==> src/rtl/skew_out_pkg.sv <==
package skew_out_pkg;

    localparam int unsigned TAP_PERIOD = 16;
    localparam int unsigned DLY_W      = $clog2(TAP_PERIOD);
    localparam int unsigned PH_W       = $clog2(TAP_PERIOD * 4);
    localparam int unsigned NBANK      = 4;
    localparam int unsigned SEL_W      = 4;
    localparam int unsigned FB_BANK    = 2;

    typedef enum logic [1:0] {
        MODE_SKEW = 2'd0,
        MODE_DIV2 = 2'd1,
        MODE_DIV4 = 2'd2,
        MODE_INV  = 2'd3
    } mode_e;

    typedef enum logic [1:0] {
        KIND_FINE       = 2'd0,
        KIND_COARSE_DIV = 2'd1,
        KIND_COARSE_INV = 2'd2
    } kind_e;

    typedef struct packed {
        mode_e             mode;
        logic [DLY_W-1:0]  dly;
    } cfg_t;

    localparam cfg_t CFG_RESET = '{mode: MODE_SKEW, dly: '0};

    // Three-level digit: LOW=0, MID=1 (also 2'b11), HIGH=2
    function automatic int unsigned level_of(input logic [1:0] c);
        if (c == 2'b00) return 0;
        if (c == 2'b10) return 2;
        return 1;
    endfunction

    function automatic cfg_t decode_sel(input kind_e kind, input logic [SEL_W-1:0] sel);
        cfg_t        c;
        int unsigned idx;
        idx    = 3 * level_of(sel[3:2]) + level_of(sel[1:0]);
        c.mode = MODE_SKEW;
        if (kind == KIND_FINE) begin
            c.dly = DLY_W'(idx + TAP_PERIOD - 4);
        end else begin
            c.dly = DLY_W'(2 * idx + TAP_PERIOD - 8);
            if (idx == 0)
                c.mode = MODE_DIV2;
            else if (idx == 8)
                c.mode = (kind == KIND_COARSE_DIV) ? MODE_DIV4 : MODE_INV;
        end
        return c;
    endfunction

endpackage

==> src/rtl/skew_phase_gen.sv <==
module skew_phase_gen
    import skew_out_pkg::*;
(
    input  logic            clk,
    input  logic            rst_n,
    input  logic            edge_pos,
    output logic [PH_W-1:0] ref_ph
);
    localparam logic [PH_W-1:0] EDGE_SHIFT = PH_W'(TAP_PERIOD / 2);

    typedef struct packed {
        logic [PH_W-1:0] cnt;
    } ph_st_t;

    ph_st_t st_d, st_q;

    always_comb begin
        st_d     = st_q;
        st_d.cnt = st_q.cnt + 1'b1;
        ref_ph   = st_q.cnt - (edge_pos ? '0 : EDGE_SHIFT);
    end

    always_ff @(posedge clk or negedge rst_n) begin
        if (!rst_n) st_q <= '{cnt: '0};
        else        st_q <= st_d;
    end

endmodule

==> src/rtl/skew_bank.sv <==
module skew_bank
    import skew_out_pkg::*;
#(
    parameter kind_e KIND = KIND_FINE
)(
    input  logic             clk,
    input  logic             rst_n,
    input  logic [PH_W-1:0]  ref_ph,
    input  logic [SEL_W-1:0] sel,
    input  logic             dis_req,
    input  logic             edge_pos,
    output logic             bank_q
);
    typedef struct packed {
        cfg_t cfg;
        logic en;
        logic q;
    } bank_st_t;

    bank_st_t         st_d, st_q;
    logic             boundary;
    logic             wave;
    logic             stop_lvl;
    logic [DLY_W-1:0] local_ph;

    always_comb begin
        st_d     = st_q;
        boundary = (ref_ph[DLY_W-1:0] == '0);
        if (boundary)
            st_d.cfg = decode_sel(KIND, sel);
        local_ph = ref_ph[DLY_W-1:0] - st_d.cfg.dly;
        case (st_d.cfg.mode)
            MODE_SKEW: wave = ~local_ph[DLY_W-1];
            MODE_DIV2: wave = ~ref_ph[DLY_W];
            MODE_DIV4: wave = ~ref_ph[DLY_W+1];
            MODE_INV:  wave = ref_ph[DLY_W-1];
            default:   wave = 1'b0;
        endcase
        stop_lvl = (st_d.cfg.mode == MODE_INV) & edge_pos;
        if (wave == stop_lvl)
            st_d.en = ~dis_req;
        st_d.q = st_d.en ? wave : stop_lvl;
    end

    always_ff @(posedge clk or negedge rst_n) begin
        if (!rst_n) st_q <= '{cfg: CFG_RESET, en: 1'b1, q: 1'b0};
        else        st_q <= st_d;
    end

    assign bank_q = st_q.q;


    cfg_hold_chk: assert property (@(posedge clk) disable iff (!rst_n)
        (ref_ph[DLY_W-1:0] != '0) |=> $stable(st_q.cfg));


    stop_low_chk: assert property (@(posedge clk) disable iff (!rst_n)
        (!st_q.en && st_q.cfg.mode != MODE_INV) |-> !st_q.q);


    clean_restart_chk: assert property (@(posedge clk) disable iff (!rst_n)
        ($rose(st_q.en) && st_q.cfg.mode != MODE_INV) |-> !st_q.q);


    stop_cause_chk: assert property (@(posedge clk) disable iff (!rst_n)
        $fell(st_q.en) |-> $past(dis_req));


    run_cause_chk: assert property (@(posedge clk) disable iff (!rst_n)
        $rose(st_q.en) |-> !$past(dis_req));

endmodule

==> src/rtl/skew_clock_out.sv <==
module skew_clock_out
    import skew_out_pkg::*;
#(
    parameter int unsigned OUT_PER_BANK = 2
)(
    input  logic                            clk,
    input  logic                            rst_n,
    input  logic                            stop_req,
    input  logic                            edge_pos,
    input  logic [1:0]                      test_code,
    input  logic [NBANK*SEL_W-1:0]          sel_code,
    output logic [NBANK*OUT_PER_BANK-1:0]   clk_out
);
    logic [PH_W-1:0] ref_ph;
    logic            test_mid;

    assign test_mid = (test_code == 2'b01) || (test_code == 2'b11);

    skew_phase_gen u_phase (
        .clk      (clk),
        .rst_n    (rst_n),
        .edge_pos (edge_pos),
        .ref_ph   (ref_ph)
    );

    for (genvar b = 0; b < NBANK; b++) begin : g_bank
        localparam kind_e K = (b < 2) ? KIND_FINE :
                              (b == FB_BANK) ? KIND_COARSE_DIV : KIND_COARSE_INV;
        localparam logic EXEMPT = (b == FB_BANK);

        logic [SEL_W-1:0] bank_sel;
        logic             is_ll;
        logic             dis;
        logic             bank_q;

        assign bank_sel = sel_code[b*SEL_W +: SEL_W];
        assign is_ll    = (bank_sel == '0);
        assign dis      = stop_req & (test_mid ? is_ll : ~EXEMPT);

        skew_bank #(.KIND(K)) u_bank (
            .clk      (clk),
            .rst_n    (rst_n),
            .ref_ph   (ref_ph),
            .sel      (bank_sel),
            .dis_req  (dis),
            .edge_pos (edge_pos),
            .bank_q   (bank_q)
        );

        assign clk_out[b*OUT_PER_BANK +: OUT_PER_BANK] = {OUT_PER_BANK{bank_q}};
    end

endmodule

==> config.mk <==
export PLATFORM = sky130hd
export DESIGN_NAME = skew_clock_out
export DESIGN_NICKNAME = d
export VERILOG_FILES = /design/src/rtl/skew_out_pkg.sv /design/src/rtl/skew_phase_gen.sv /design/src/rtl/skew_bank.sv /design/src/rtl/skew_clock_out.sv
export SDC_FILE = /design/constraint.sdc
export NUM_CORES = 1
export LEC_CHECK = 0
export BUFFER_PORTS_ARGS = -buffer_cell sky130_fd_sc_hd__clkbuf_2
export CELL_PAD_IN_SITES_DETAIL_PLACEMENT = 1
export CELL_PAD_IN_SITES_GLOBAL_PLACEMENT = 1
export CORE_MARGIN = 2
export CORE_UTILIZATION = 41
export DETAILED_ROUTE_END_ITERATION = 6
export PLACE_DENSITY_LB_ADDON = 0.1
export SYNTH_ARGS = -nofsm -noshare
export SYNTH_HDL_FRONTEND = slang
export SYNTH_SLANG_ARGS = --single-unit
==> constraint.sdc <==
create_clock -name clk -period 3.4 [get_ports clk]
set_input_delay 0.34 -clock clk [delete_from_list [all_inputs] [get_ports clk]]
set_output_delay 0.34 -clock clk [all_outputs]
set_load 0.01 [all_outputs]
==> impl_metrics.json, run 1 <==
{
  "grt_first_pass_wirelength_mm": 9.98,
  "worst_clock_skew_ns": 0.00469,
  "place_ws_ns": 0.0563,
  "p_total_mw": 1.22,
  "ir_worst_vdd_mv": 0.201,
  "clock_power_share": 0.265,
  "synth_ff_type": "dfrtp_1",
  "antenna_cells": 0,
  "hpwl_mm": 4.36,
  "pwr-share-comb": 0.280,
  "synth_area_leaders": "dfrtp_1 32%, ha_1 9.3%, nand2_1 6.2%",
  "p_int_mw": 0.840,
  "crit_fanout": 8,
  "dieArea_um2": 7200,
  "period_share": 0.914,
  "worstMarginPinSlew_ns": 1.02,
  "grt.overflow.total": 0,
  "htreeDepth": 2,
  "cts-root-buf": "clkbuf_8",
  "maxCapViolations": 0,
  "final_cell_mix": "44 x nand2_1, 34 x dfrtp_1, 28 x clkbuf_2, 19 x ha_1, 18 x inv_1",
  "worstSetupPathType": "flip-flop to flip-flop",
  "grt_use_total": 0.177,
  "insertion_delay_ns": 0.29,
  "rows": 29,
  "gp_congestion": 0.750,
  "design_area_um2": 2940,
  "powerDensity_nw_per_um2": 414,
  "worstPathArrival_ns": 3.32,
  "final_nets": 355,
  "cts_tree": "built",
  "cts_hold_buf": 0,
  "setup_tns_ns": 0,
  "path_clk_slew_ns": 0.08,
  "layout_commonest_cell": "nand2_1",
  "drtIter0Drc": 55,
  "die_h_um": 84.9,
  "hold_viol_final": 0,
  "maxSlewViolCount": 0,
  "pin_count": 30,
  "p_switching_mw": 0.379,
  "grt_busiest_layer": "met2",
  "syn2layout_area_growth_pct": 9.80,
  "filler_cell_count": 741,
  "switching_share": 0.311,
  "crit_required_ns": 3.61,
  "antenna_found_initial": 0,
  "slew_headroom": 0.323,
  "synth_nets": 336,
  "min_path_type": "primary input to async pin",
  "fmax_mhz": 322,
  "sequentialPowerShare": 0.455,
  "place_area_um2": 2840,
  "syn_area_um2": 2680,
  "yosysUniqueCellTypes": 56,
  "drcViolationCount": 0,
  "layout-drive-gt1-share": 0.204,
  "synth_edf_count": 0,
  "grt_util_met1": 0.235,
  "fin_ws_ns": 0.294,
  "finalWirelength_mm": 5.88,
  "cts_buffer_depth": 2,
  "finalSetupViolCount": 0,
  "synth_top_area_frac": 0.317,
  "crit_path_start_kind": "flip-flop",
  "cts_buffers": 5,
  "synthCells": 290,
  "core_um2": 6350,
  "status": "finished, final reports clean",
  "start_util": 0.422,
  "regToRegSetupSlack_ns": 0.29,
  "avgSynthCellArea_um2": 9.24,
  "grt_pass1_vias": 2050,
  "fin_crit_ns": 3.11,
  "cts.sinks": 38,
  "use_met2": 0.295,
  "ant_nets": 0,
  "die_w_um": 84.9,
  "wire_per_inst_um": 15.2,
  "worstReg2RegStart": "u_phase.st_q[0]$_DFF_PN0_",
  "grt_max_degree": 39,
  "async_reset_ff_frac": 1.00,
  "synth_top_cell_by_area": "dfrtp_1",
  "synth-seq-cells": 38,
  "drtPass1Iterations": 4,
  "synth_sequential_area_ratio": 0.357,
  "startpoint": "u_phase.st_q[0]$_DFF_PN0_",
  "vias_per_cell": 5.25,
  "yosysWarnings": 0,
  "leakage_nw": 1.40,
  "rsz0062_at_grt": "false",
  "critPathCaptureType": "flip-flop",
  "met3_usage": 0.0331,
  "port_buffers": 28,
  "vias": 2027
}
flip-flops by register name, indices dropped and copies added (netlist names):
signal                count
g_bank.u_bank.st_q       28
u_phase.st_q              6
g_bank.u_bank.bank_q      4
per-stage QoR:
step            util  hold slack (ns)  instances
3_3_place_gp   0.447            0.428        379
5_1_grt        0.463            0.279        386
3_5_place_dp   0.447            0.442        379
2_1_floorplan      -           0.0444        290
4_1_cts        0.461            0.241        386
6_report       0.463            0.213        386
critical path, cell delays in order (launching register included):
cell and delay (ns):
dfrtp_1 0.39, inv_1 0.08, ha_1 0.37, and3b_1 0.26, nand2_1 0.06, nand2_1 0.07
inv_1 0.05, ha_1 0.30, or3b_1 0.38, a32oi_1 0.20, o211ai_2 0.13, xor2_2 0.23
a21boi_1 0.16, o32ai_1 0.31, a21oi_2 0.05
final timing paths:
path	endpoint	depth (start not counted)
worst max register to register	g_bank[1].u_bank.st_q[1]$_DFF_PN1_	14
worst min register to register	u_phase.st_q[0]$_DFF_PN0_	1
min in group clk	g_bank[3].u_bank.st_q[1]$_DFF_PN1_	3
max in group asynchronous	g_bank[0].u_bank.st_q[4]$_DFF_PN0_	1
worst min-delay path	g_bank[3].u_bank.bank_q$_DFF_PN0_	1
worst max-delay path	g_bank[1].u_bank.st_q[1]$_DFF_PN1_	14
what timing repair did:
| item | in CTS | in global routing |
|---|---|---|
| endpoints found under the setup margin | 0 | 3 |
| resized for setup | 0 | 3 |
| setup buffers | 0 | 0 |
power by group through the flow:
stage	Combinational (mW)	Sequential, mW	Clock [mW]
6_report	0.341	0.554	0.323
5_1_grt	0.388	0.564	0.350
4_1_cts	0.347	0.555	0.337
3_5_place_dp	0.344	0.563	0
3_3_place_gp	0.337	0.560	0
2_1_floorplan	0.286	0.554	0
cell type report:
class / instances / area, µm² / area share
multi-input cells: 210 / 1530 / 0.521
flip-flops and latches: 38 / 956 / 0.325
repair buffers: 36 / 204 / 0.0693
well taps: 77 / 96.3 / 0.0327
clock buffers: 7 / 86.3 / 0.0293
inverters: 18 / 67.6 / 0.0230
kinds of logic (layout without fill, tap and decap cells):
kind of cell | after synthesis | after routing | share of synthesized area
multiplexers | 13 | 13 | 0.0523
AO/OA/AOI/OAI | 55 | 55 | 0.141
flip-flops | 38 | 38 | 0.357
AND/OR/NAND/NOR | 104 | 104 | 0.202
XOR/XNOR | 14 | 14 | 0.0486
buffers and inverters | 42 | 61 | 0.0761
adder cells (fa/ha/maj) | 24 | 24 | 0.123
Yosys cell counts (3+ instances only):
library cell	n
clkbuf_1	10
nor2_1	8
nor3b_1	3
dfstp_2	4
xor2_1	4
mux2_1	3
and2_1	8
o21ai_1	6
fa_1	4
nand2_1	44
o31ai_1	4
buf_4	9
o211ai_1	4
mux2i_1	8
nand2b_1	8
buf_2	4
dfrtp_1	34
ha_1	20
nor2b_1	6
nand3_1	7
o21ai_0	8
xnor2_1	9
a21oi_1	12
or2_2	5
inv_1	18
routing by layer:
metal | share of wire | wire [µm]
met4 | 0.015 | 87
met2 | 0.47 | 2750
met3 | 0.021 | 124
met5 | 0 | 0
met1 | 0.50 | 2910
Note: power is estimated with default switching activity, not from simulation.
==> inputs of run 2 (changes only) <==
--- a/config.mk
+++ b/config.mk
@@ -14,4 +14,5 @@
 export PLACE_DENSITY_LB_ADDON = 0.1
 export SYNTH_ARGS = -nofsm -noshare
 export SYNTH_HDL_FRONTEND = slang
+export SYNTH_HIERARCHICAL = 1
 export SYNTH_SLANG_ARGS = --single-unit
==> run 2 against run 1 <==
Compared with the run above:
- power rose by 6.6%
- die area increased by 6.7%
- hold slack better by 0.0053 ns
- synthesized area up 7.0%
- sequential share of layout area shrank 2.6 points
- register-to-register slack worse by 0.09 ns
- critical path depth shrank 2
- core utilization grew 0.75 points
- worst setup slack worse by 0.095 ns
- fmax fell by 3.0%
- flip-flop and latch count stayed put
- cell area rose by 8.7%
- largest power group unchanged
- highest routed layer unchanged
==> impl_metrics.json, run 2 <==
{
  "grt_pass1_vias": 2337,
  "filler_cell_count": 790,
  "design_area_um2": 3200,
  "final_cell_mix": "34 x dfrtp_1, 28 x clkbuf_2, 27 x inv_1, 23 x ha_1, 21 x nand2_1",
  "period_share": 0.941,
  "place_area_um2": 3090,
  "layout.cells.non_filler": 424,
  "finalSetupViolCount": 0,
  "grt_max_degree": 39,
  "cts-root-buf": "clkbuf_8",
  "worst-path-buf-inv": 3,
  "core_um2": 6790,
  "worst_clock_skew_ns": 0.00532,
  "final_util": 0.471,
  "final_nets": 377,
  "drtPass1Iterations": 4,
  "synth_edf_count": 0,
  "hpwl_mm": 5.01,
  "yosysUniqueCellTypes": 56,
  "crit_fanout": 4,
  "ys_top_cells_by_count": "34 x dfrtp_1, 27 x inv_1, 23 x ha_1",
  "die_w_um": 87.6,
  "path_clk_slew_ns": 0.08,
  "crit_top_cell": "inv_1",
  "start_util": 0.422,
  "cp_cell_sequence": "inv_1 > ha_1 > inv_1 > or4_1 > mux2_2 > inv_1 > ha_1 > or4b_1 > o221ai_1 > xnor2_1 > a21oi_2 > mux2i_1",
  "synthCells": 303,
  "synth_top_area_frac": 0.297,
  "synth_nets": 352,
  "gp_congestion": 0.768,
  "critPathCaptureType": "flip-flop",
  "critPathTopFamily": "simple AND/OR/NAND/NOR gates",
  "status": "finished, final reports clean",
  "crit_required_ns": 3.63,
  "wire_per_inst_um": 15.6,
  "drtIter0Drc": 54,
  "drcViolationCount": 0,
  "maxCapViolations": 0,
  "finalWirelength_mm": 6.61,
  "htreeDepth": 2,
  "yosysMostFrequentCell": "dfrtp_1",
  "antenna_cells": 0,
  "avgSynthCellArea_um2": 9.46,
  "hold_viol_final": 0,
  "ir_worst_vdd_mv": 0.166,
  "cts_resized": 0,
  "synth_ff_type": "dfrtp_1",
  "rsz0062_at_grt": "false",
  "grt.overflow.total": 0,
  "syn_area_um2": 2870,
  "vias_per_cell": 5.22,
  "synth-seq-cells": 38,
  "vias": 2212,
  "post_cts_buffers": 0,
  "cts_buffers": 5,
  "leakage_nw": 1.52,
  "cts.sinks": 38,
  "largest_register_ffs": 28,
  "dp_cells": 417,
  "fin_hold_ws_ns": 0.218,
  "async_reset_ff_frac": 1.00,
  "maxSlewViolCount": 0,
  "powerDensity_nw_per_um2": 406,
  "top_register": "g_bank.u_bank/st_q",
  "syn2layout_area_growth_pct": 11.6,
  "fin_crit_ns": 3.20,
  "ant_nets": 0,
  "worstPathArrival_ns": 3.43,
  "cts_buffer_depth": 2,
  "cts_tree": "built",
  "synth_area_leaders": "dfrtp_1 30%, ha_1 10%, mux2i_1 4.5%",
  "slew_headroom": 0.305,
  "p_total_mw": 1.30,
  "worstSetupPathType": "flip-flop to flip-flop",
  "dieArea_um2": 7680,
  "layout_commonest_cell": "dfrtp_1",
  "port_buffers": 28,
  "worstMarginPinSlew_ns": 1.04,
  "slowest_delay_ns": 0.56,
  "critPathSlowestCell": "or4_1",
  "min_path_type": "primary input to async pin",
  "synth_top_cell_by_area": "dfrtp_1",
  "grt_first_pass_wirelength_mm": 11.4,
  "pin_count": 30,
  "grt_use_total": 0.191,
  "synth_sequential_area_ratio": 0.333,
  "rows": 30,
  "die_h_um": 87.6,
  "layout-drive-gt1-share": 0.247,
  "fmax_mhz": 312,
  "crit_path_start_kind": "flip-flop",
  "antenna_found_initial": 0,
  "yosysWarnings": 6,
  "cts_hold_buf": 0,
  "insertion_delay_ns": 0.30
}
-- run 2: path summary, 6_finish.rpt --
path                                                    startpoint                            endpoint  slack [ns]  depth (start not counted)
min in group clk                                          stop_req  g_bank[1].u_bank/st_q[1]$_DFF_PN1_        0.41                          3
worst max register to register           u_phase/st_q[3]$_DFF_PN0_  g_bank[2].u_bank/st_q[1]$_DFF_PN1_        0.20                         12
worst max-delay path                     u_phase/st_q[3]$_DFF_PN0_  g_bank[2].u_bank/st_q[1]$_DFF_PN1_        0.20                         12
worst min register to register  g_bank[3].u_bank/st_q[3]$_DFF_PN0_  g_bank[3].u_bank/st_q[3]$_DFF_PN0_        0.47                          2
worst min-delay path                                         rst_n   g_bank[0].u_bank/bank_q$_DFF_PN0_        0.22                          1
max in group asynchronous                                    rst_n  g_bank[3].u_bank/st_q[7]$_DFF_PN0_        2.55                          1
-- run 2: routing by layer --
layer	global-route usage	up-vias	part of all wire
met1	0.252	1090	0.46
li1	-	1096	-
met5	0	-	0
met2	0.325	21	0.51
met3	0.0339	5	0.018
met4	0.0476	0	0.010
-- run 2: layout make-up --
cell class | count | area (µm²) | area share
tap | 96 | 120 | 0.0375
clock buffer | 6 | 82.6 | 0.0258
timing repair buffer | 43 | 253 | 0.0790
inverter | 27 | 101 | 0.0317
clock inverter | 1 | 30.0 | 0.00939
sequential | 38 | 956 | 0.299
multi-input combinational | 213 | 1660 | 0.518
-- run 2: stage by stage --
step                      TNS (ns)  setup WS (ns)
final                            0          0.199
after global routing             0         0.0109
after CTS                        0          0.193
after detailed placement   -0.0228        -0.0228
after global placement           0         0.0927
after floorplan                  0          0.102
-- run 2: kinds of logic after synthesis --
group,count (synthesis),synth area share
adders and majority gates,27,0.128
and+or+nand+nor,108,0.236
AOI/OAI and AO/OA,50,0.116
muxes,17,0.0637
buffers and inverters,52,0.0890
xor gates and xnor gates,11,0.0336
DFF,38,0.333
-- run 2: power breakdown --
part           total [mW]  internal [mW]  switching [mW]
clock               0.412          0.235           0.177
sequential          0.562          0.525          0.0365
combinational       0.325          0.152           0.173
total                1.30          0.912           0.387
-- run 2: worst register-to-register path: stages (launching register included) --
cell and delay [ns]:
dfrtp_1 0.42, inv_1 0.06, ha_1 0.27, inv_1 0.06
or4_1 0.56, mux2_2 0.28, inv_1 0.04, ha_1 0.17
or4b_1 0.47, o221ai_1 0.25, xnor2_1 0.13, a21oi_2 0.20
mux2i_1 0.21
